[src/rtl/mbox_pkg.sv]
package mbox_pkg;
  localparam int ADDR_W = 8;
  localparam int DATA_W = 64;
  localparam int TAIL_W = 32;
  localparam int MSG_W  = DATA_W + TAIL_W;
  localparam int NCAUSE = 4;
  localparam int NDIR   = 2;

  localparam logic [ADDR_W-1:0] ADR_IRQ_EN  = 8'h48;
  localparam logic [ADDR_W-1:0] ADR_IRQ_ACK = 8'h4C;
  // offsets from a queue's control word
  localparam logic [ADDR_W-1:0] OFS_SEND_LEAD = 8'h10;
  localparam logic [ADDR_W-1:0] OFS_SEND_TAIL = 8'h18;
  localparam logic [ADDR_W-1:0] OFS_RECV_LEAD = 8'h20;
  localparam logic [ADDR_W-1:0] OFS_RECV_TAIL = 8'h28;

  // cause bits: 0 out-empty, 1 out-nonempty, 2 ret-empty, 3 ret-nonempty
  localparam logic [NCAUSE-1:0] RECV_MASK = 4'b1010;
  localparam logic [NCAUSE-1:0] SEND_MASK = 4'b0101;

  function automatic logic [ADDR_W-1:0] dir_base(input int d);
    return (d == 0) ? 8'h50 : 8'h80;
  endfunction
endpackage

[src/rtl/mbox_fifo.sv]
module mbox_fifo #(
  parameter int DEPTH = 16,
  parameter int W     = 96,
  localparam int AW   = $clog2(DEPTH)
) (
  input  logic          clk,
  input  logic          rst_n,
  input  logic          push,
  input  logic [W-1:0]  push_data,
  input  logic          pop,
  output logic [W-1:0]  head,
  output logic          full,
  output logic          empty,
  output logic          overflow,
  output logic [AW:0]   count,
  output logic [AW-1:0] rd_ptr,
  output logic [AW-1:0] wr_ptr
);
  logic [W-1:0] mem [DEPTH];
  logic do_push, do_pop;

  assign full    = (count == (AW+1)'(DEPTH));
  assign empty   = (count == '0);
  assign do_push = push & ~full;
  assign do_pop  = pop & ~empty;
  assign head    = empty ? '0 : mem[rd_ptr];

  always_ff @(posedge clk) begin
    if (do_push) mem[wr_ptr] <= push_data;
  end

  always_ff @(posedge clk or negedge rst_n) begin
    if (!rst_n) begin
      rd_ptr   <= '0;
      wr_ptr   <= '0;
      count    <= '0;
      overflow <= 1'b0;
    end else begin
      if (do_push) wr_ptr <= wr_ptr + AW'(1);
      if (do_pop)  rd_ptr <= rd_ptr + AW'(1);
      count <= count + (AW+1)'(do_push) - (AW+1)'(do_pop);
      if (push && full) overflow <= 1'b1;
    end
  end

  AST_NO_OVERFLOW: assert property (@(posedge clk) disable iff (!rst_n)
    push && full |=> overflow && $stable(wr_ptr));
  AST_POP_EMPTY_HOLD: assert property (@(posedge clk) disable iff (!rst_n)
    pop && empty |=> $stable(rd_ptr));
  AST_COUNT_RANGE: assert property (@(posedge clk) disable iff (!rst_n)
    count <= (AW+1)'(DEPTH));
  AST_PUSH_POP_BOTH: assert property (@(posedge clk) disable iff (!rst_n)
    push && pop && !full && !empty |=> $stable(count));
endmodule

[src/rtl/mbox_irq.sv]
module mbox_irq #(
  parameter int N = 4,
  parameter logic [N-1:0] RMASK = '0,
  parameter logic [N-1:0] SMASK = '0
) (
  input  logic         clk,
  input  logic         rst_n,
  input  logic [N-1:0] cond,
  input  logic         en_we,
  input  logic [N-1:0] en_wdata,
  input  logic [N-1:0] ack,
  output logic [N-1:0] en_q,
  output logic [N-1:0] cause_q,
  output logic         irq_recv,
  output logic         irq_send
);
  always_ff @(posedge clk or negedge rst_n) begin
    if (!rst_n) begin
      en_q    <= '0;
      cause_q <= '0;
    end else begin
      if (en_we) en_q <= en_wdata;
      cause_q <= (cause_q & ~ack) | cond;
    end
  end

  assign irq_recv = |(cause_q & en_q & RMASK);
  assign irq_send = |(cause_q & en_q & SMASK);

  AST_CAUSE_STICKY: assert property (@(posedge clk) disable iff (!rst_n)
    1'b1 |=> (($past(cause_q) & ~$past(ack) & ~cause_q) == {N{1'b0}}));
  AST_COND_LATCH: assert property (@(posedge clk) disable iff (!rst_n)
    1'b1 |=> (($past(cond) & ~cause_q) == {N{1'b0}}));
endmodule

[src/rtl/ipc_mailbox.sv]
module ipc_mailbox import mbox_pkg::*; #(
  parameter int DEPTH = 16
) (
  input  logic              clk,
  input  logic              rst_n,
  input  logic              app_valid,
  input  logic              app_write,
  input  logic [ADDR_W-1:0] app_addr,
  input  logic [DATA_W-1:0] app_wdata,
  output logic [DATA_W-1:0] app_rdata,
  input  logic              io_valid,
  input  logic              io_write,
  input  logic [ADDR_W-1:0] io_addr,
  input  logic [DATA_W-1:0] io_wdata,
  output logic [DATA_W-1:0] io_rdata,
  output logic              irq_recv_nonempty,
  output logic              irq_send_empty
);
  localparam int AW = $clog2(DEPTH);
  localparam int NP = 2; // port 0 application, port 1 I/O
  localparam logic [AW:0] DEPTH_V = (AW+1)'(DEPTH);

  logic [NP-1:0]             p_vld, p_wr;
  logic [NP-1:0][ADDR_W-1:0] p_addr;
  logic [NP-1:0][DATA_W-1:0] p_wdata;

  assign p_vld   = {io_valid, app_valid};
  assign p_wr    = {io_write, app_write};
  assign p_addr  = {io_addr, app_addr};
  assign p_wdata = {io_wdata, app_wdata};

  logic [NDIR-1:0]             push, pop, full, empty, ovf;
  logic [NDIR-1:0][MSG_W-1:0]  head;
  logic [NDIR-1:0][AW:0]       cnt;
  logic [NDIR-1:0][AW-1:0]     rdp, wrp;
  logic [NDIR-1:0][DATA_W-1:0] ctrl, stat;

  // queue d is filled by port d and drained by port 1-d
  for (genvar d = 0; d < NDIR; d++) begin : g_dir
    localparam logic [ADDR_W-1:0] BASE = dir_base(d);
    localparam int SRC = d;
    localparam int SNK = 1 - d;
    logic [DATA_W-1:0] stage_q;
    logic [AW:0]       free_n;

    always_ff @(posedge clk or negedge rst_n) begin
      if (!rst_n) stage_q <= '0;
      else if (p_vld[SRC] && p_wr[SRC] && p_addr[SRC] == BASE + OFS_SEND_LEAD)
        stage_q <= p_wdata[SRC];
    end

    assign push[d] = p_vld[SRC] & p_wr[SRC] & (p_addr[SRC] == BASE + OFS_SEND_TAIL);
    assign pop[d]  = p_vld[SNK] & ~p_wr[SNK] & (p_addr[SNK] == BASE + OFS_RECV_TAIL);

    mbox_fifo #(.DEPTH(DEPTH), .W(MSG_W)) u_fifo (
      .clk      (clk),
      .rst_n    (rst_n),
      .push     (push[d]),
      .push_data({stage_q, p_wdata[SRC][TAIL_W-1:0]}),
      .pop      (pop[d]),
      .head     (head[d]),
      .full     (full[d]),
      .empty    (empty[d]),
      .overflow (ovf[d]),
      .count    (cnt[d]),
      .rd_ptr   (rdp[d]),
      .wr_ptr   (wrp[d])
    );

    assign free_n  = DEPTH_V - cnt[d];
    assign ctrl[d] = {45'b0, ovf[d], empty[d], full[d], 16'b0};
    assign stat[d] = {7'b0, 5'(cnt[d]), 4'(free_n), 4'(rdp[d]), 4'(wrp[d]),
                      8'b0, head[d][TAIL_W-1:0]};
  end

  // interrupt enable / acknowledge decode; application port wins enable writes
  logic [NP-1:0]      en_hit, ack_hit;
  logic [NCAUSE-1:0]  en_q, cause_q, ack_bits, cond;
  for (genvar p = 0; p < NP; p++) begin : g_hit
    assign en_hit[p]  = p_vld[p] & p_wr[p] & (p_addr[p] == ADR_IRQ_EN);
    assign ack_hit[p] = p_vld[p] & p_wr[p] & (p_addr[p] == ADR_IRQ_ACK);
  end
  assign ack_bits = ({NCAUSE{ack_hit[0]}} & p_wdata[0][NCAUSE-1:0])
                  | ({NCAUSE{ack_hit[1]}} & p_wdata[1][NCAUSE-1:0]);
  assign cond = {~empty[1], empty[1], ~empty[0], empty[0]};

  mbox_irq #(.N(NCAUSE), .RMASK(RECV_MASK), .SMASK(SEND_MASK)) u_irq (
    .clk     (clk),
    .rst_n   (rst_n),
    .cond    (cond),
    .en_we   (|en_hit),
    .en_wdata(en_hit[0] ? p_wdata[0][NCAUSE-1:0] : p_wdata[1][NCAUSE-1:0]),
    .ack     (ack_bits),
    .en_q    (en_q),
    .cause_q (cause_q),
    .irq_recv(irq_recv_nonempty),
    .irq_send(irq_send_empty)
  );

  // same-cycle read mux per port
  for (genvar p = 0; p < NP; p++) begin : g_port
    logic [DATA_W-1:0] rd;
    always_comb begin
      rd = '0;
      if (p_vld[p] && !p_wr[p]) begin
        if (p_addr[p] == ADR_IRQ_EN)  rd = DATA_W'(en_q);
        if (p_addr[p] == ADR_IRQ_ACK) rd = DATA_W'(cause_q);
        for (int d = 0; d < NDIR; d++) begin
          if (p_addr[p] == dir_base(d))                 rd = ctrl[d];
          if (p_addr[p] == dir_base(d) + OFS_RECV_LEAD) rd = head[d][MSG_W-1:TAIL_W];
          if (p_addr[p] == dir_base(d) + OFS_RECV_TAIL) rd = stat[d];
        end
      end
    end
  end

  assign app_rdata = g_port[0].rd;
  assign io_rdata  = g_port[1].rd;
endmodule

[config.mk]
export PLATFORM = sky130hd
export DESIGN_NAME = ipc_mailbox
export DESIGN_NICKNAME = d
export VERILOG_FILES = /design/src/rtl/mbox_pkg.sv /design/src/rtl/mbox_fifo.sv /design/src/rtl/mbox_irq.sv /design/src/rtl/ipc_mailbox.sv
export SDC_FILE = /design/constraint.sdc
export NUM_CORES = 2
export LEC_CHECK = 0
export ABC_AREA = 1
export BUFFER_PORTS_ARGS = -buffer_cell sky130_fd_sc_hd__buf_2
export CELL_PAD_IN_SITES_DETAIL_PLACEMENT = 0
export CELL_PAD_IN_SITES_GLOBAL_PLACEMENT = 1
export CORE_AREA = 4 4 519 521
export DETAILED_ROUTE_END_ITERATION = 12
export DIE_AREA = 0 0 523 525
export PLACE_DENSITY = 0.73
export SETUP_SLACK_MARGIN = 0.02
export SYNTH_ARGS = -nofsm -noshare
export SYNTH_HDL_FRONTEND = slang
export SYNTH_SLANG_ARGS = --single-unit
[constraint.sdc]
create_clock -name clk -period 11.28 [get_ports clk]
set_input_delay 1.128 -clock clk [delete_from_list [all_inputs] [get_ports clk]]
set_output_delay 1.128 -clock clk [all_outputs]
set_load 0.02 [all_outputs]
==> results.yml <==
drt:
  drt_pass1_iterations: 10
  wl_per_cell_um: 28.55
  wl_met3_mm: 33.45
  ant_nets: 0
  wl_met1_mm: 164.9
  top_layer_used: "met5"
  vias: 87910
  drc_errors: 0
  dr_wl_met2_mm: 190.0
  drtIter0Drc: 10240
  wirelength_mm: 409.9
  routed_via_density: 6.124
cells_and_area:
  fillers: 21480
  fin_nets: 10720
  multi_input_area_um2: 31730
  area_delta_synth_final_pct: 11.35
  finalInstanceArea_um2: 146900
  drive_above_1_share_pct: 10.19
  final_common_cell: "edfxtp_1"
  most-common-layout-cells: "edfxtp_1, nor2_1, o21ai_0"
  ff_latch_area_um2: 96380
power:
  leakage_uw: 0.05145
  peakVddDrop_uv: 217.1
  p_per_area_nw_per_um2: 173.9
sta:
  finalHoldViolCount: 0
  maxSlewHeadroom_pct: 14.20
  fmax_mhz: 140.9
  setup_viol_count_final: 0
  tightest_slew_ns: 1.286
  period_share_pct: 62.90
  finalSetupTns_ns: 0
  finClkSkew_ns: 0.06469
  period_needed_ns: 7.095
  grt_setup_unrepaired: "false"
  slew_violations: 0
synth:
  synth_warnings: 0
  synth-seq-cells: 3236
  synth-async-reset-ratio_pct: 5.068
  synth_cell_types: 39
  ys.flop_type: "edfxtp_1"
  syn-cell-area_um2: 131900
  synth_edf_count: 3072
  synthCells: 10520
  seq_area_frac_synth_pct: 73.04
  post_synth.cell_area_avg_um2: 12.54
  syn_nets: 10700
cts:
  cts.reportedPaths.clkPinSlew_ns: 0.06
  post_cts_resize_count: 0
  tritoncts: "built"
  postCtsSetupRepairBufs: 0
  cts_buffer_depth: 4
  clkSinkCount: 3236
  holdBufCountCts: 0
  cts_root_buf: "clkbuf_16"
  htreeDepth: 5
  cts_buffers: 344
  worstSkewPairLatency_ns: 0.91
worst_setup_path:
  crit_fanout: 83
  path_common_cell: "buf_4"
  worstPathArrival_ns: 5.97
  cpMaxStageDelayCell: "dfrtp_4"
  cp.required_ns: 10.15
  worst-setup-path-type: "reg -> out"
  critPathMaxStageDelay_ns: 0.93
  cp-end-kind: "output pin"
  crit_path_cell_trace: "buf_4 > buf_4 > buf_4 > o21ai_0 > o211ai_1 > nand3_1 > nand2_1 > nand3_1 > nand2_1 > inv_1 > a21oi_1 > buf_2"
  critPathLaunchType: "register"
floorplanning:
  dieArea_um2: 274600
  core_area_um2: 264600
  initial_core_util_pct: 49.85
  die_height_um: 525
  rows: 189
  num_io_pins: 280
  die_w_um: 523
global_routing:
  grt_pass1_wl_mm: 588.8
  grt_max_degree: 230
  grt_pass1_vias: 83250
  antenna_found_initial: 40
  overflow: 0
  grt.total_usage_pct: 29.11
placed_design:
  place.gp.congestion: 0.8490
  portBuffers: 279
  post_dp_cell_area_um2: 135900
  dp_hpwl_mm: 217.4
min_path:
  min_path_type: "in -> async"
job:
  maxCapViolCount: 0
status:
  outcome: "completed"
## stage by stage
| stage | hold WS, ns | utilization [%] | power [µW] | setup slack [ns] | instances |
|---|---|---|---|---|---|
| final | 0.1939 | 55.51 | 25540 | 4.185 | 14360 |
| after floorplan | 0.4389 | - | 14170 | 4.596 | 10520 |
| after CTS | 0.1834 | 55.50 | 25690 | 4.132 | 14350 |
| after global placement | 0.4814 | 51.34 | 14680 | 5.033 | 13730 |
| after detailed placement | 0.4881 | 51.34 | 14710 | 5.078 | 13730 |
| after global routing | 0.1791 | 55.51 | 26310 | 3.973 | 14350 |
## layer usage
metal,vias to the layer above,track usage [%]
li1,38540,-
met1,44450,40.42
met2,4146,45.58
met3,758,4.432
met4,18,13.28
met5,-,0
## path summary, 6_finish.rpt
kind,startpoint,endpoint,slack (ns),depth (start not counted)
max in group asynchronous,rst_n,g_dir[0].u_fifo.rd_ptr[3],8.71,3
worst max-delay path,g_dir[1].u_fifo.rd_ptr[1],app_rdata[18],4.18,12
worst min-delay path,rst_n,g_dir[0].stage_q[30],0.19,1
min in group clk,io_wdata[56],g_dir[1].stage_q[56],0.44,2
worst min register to register,g_dir[1].u_fifo.overflow,g_dir[1].u_fifo.overflow,0.51,2
worst max register to register,g_dir[1].u_fifo.count[3],g_dir[1].u_fifo.mem[7][5],6.15,9
## flip-flops by register name, summed over array words and instances, names as in the netlist
register and cells:
g_dir.stage_q 128, g_dir.u_fifo.mem 3072, u_irq.cause_q 4, g_dir.u_fifo.wr_ptr 8
g_dir.u_fifo.overflow 2, u_irq.en_q 4, g_dir.u_fifo.count 10, g_dir.u_fifo.rd_ptr 8
## critical path: cells and delay by family, from the launching register on
kind,cells,cell delay (ns)
buffers and inverters,5,2.41
AOI/OAI and AO/OA,3,1.12
and+or+nand+nor,4,0.43
DFF,1,0.93
## cell usage after synthesis, drive strengths merged (3+ instances only)
library cell	instances	area [µm²]
a21oi	67	335.3
a31oi	3	18.77
buf	349	2130
clkbuf	406	1524
clkinv	3	11.26
dfrtp	164	4104
edfxtp	3072	92250
ha	26	325.3
inv	130	495.5
mux2	120	1351
nand2	792	2973
nand3	515	2577
nand4	6	37.54
nor2	2298	8636
nor3	12	81.33
o211ai	576	4324
o21ai	1713	8573
o221ai	158	1384
o22ai	83	519.3
xor2	20	175.2
## kinds of logic (layout without fill, tap and decap cells)
kind of cell,after synthesis,count (layout),synth area share (%)
XOR/XNOR,22,22,0.1461
AO/OA/AOI/OAI,2602,2602,11.50
flip-flops,3236,3236,73.04
AND/OR/NAND/NOR,3627,3627,10.86
adder cells (fa/ha/maj),28,28,0.2769
other,0,7,0
multiplexers,120,120,1.024
buffers and inverters,888,1181,3.154
## power breakdown
group          switching [µW]  internal (µW)  total, µW
Combinational             903            324       1230
Clock                    4600           6480      11100
Sequential                122          13100      13200
Total                    5630          19900      25500
## layout make-up
cell class	instances	share of cell area, %
Antenna cell	7	0.01193
Clock buffer	459	6.376
Timing Repair Buffer	432	1.893
Inverter	133	0.3910
Sequential cell	3236	65.61
Multi-Input combinational cell	6399	21.60
Tap cell	3533	3.009
Clock inverter	157	1.105
Note: power is estimated with default switching activity, not from simulation.
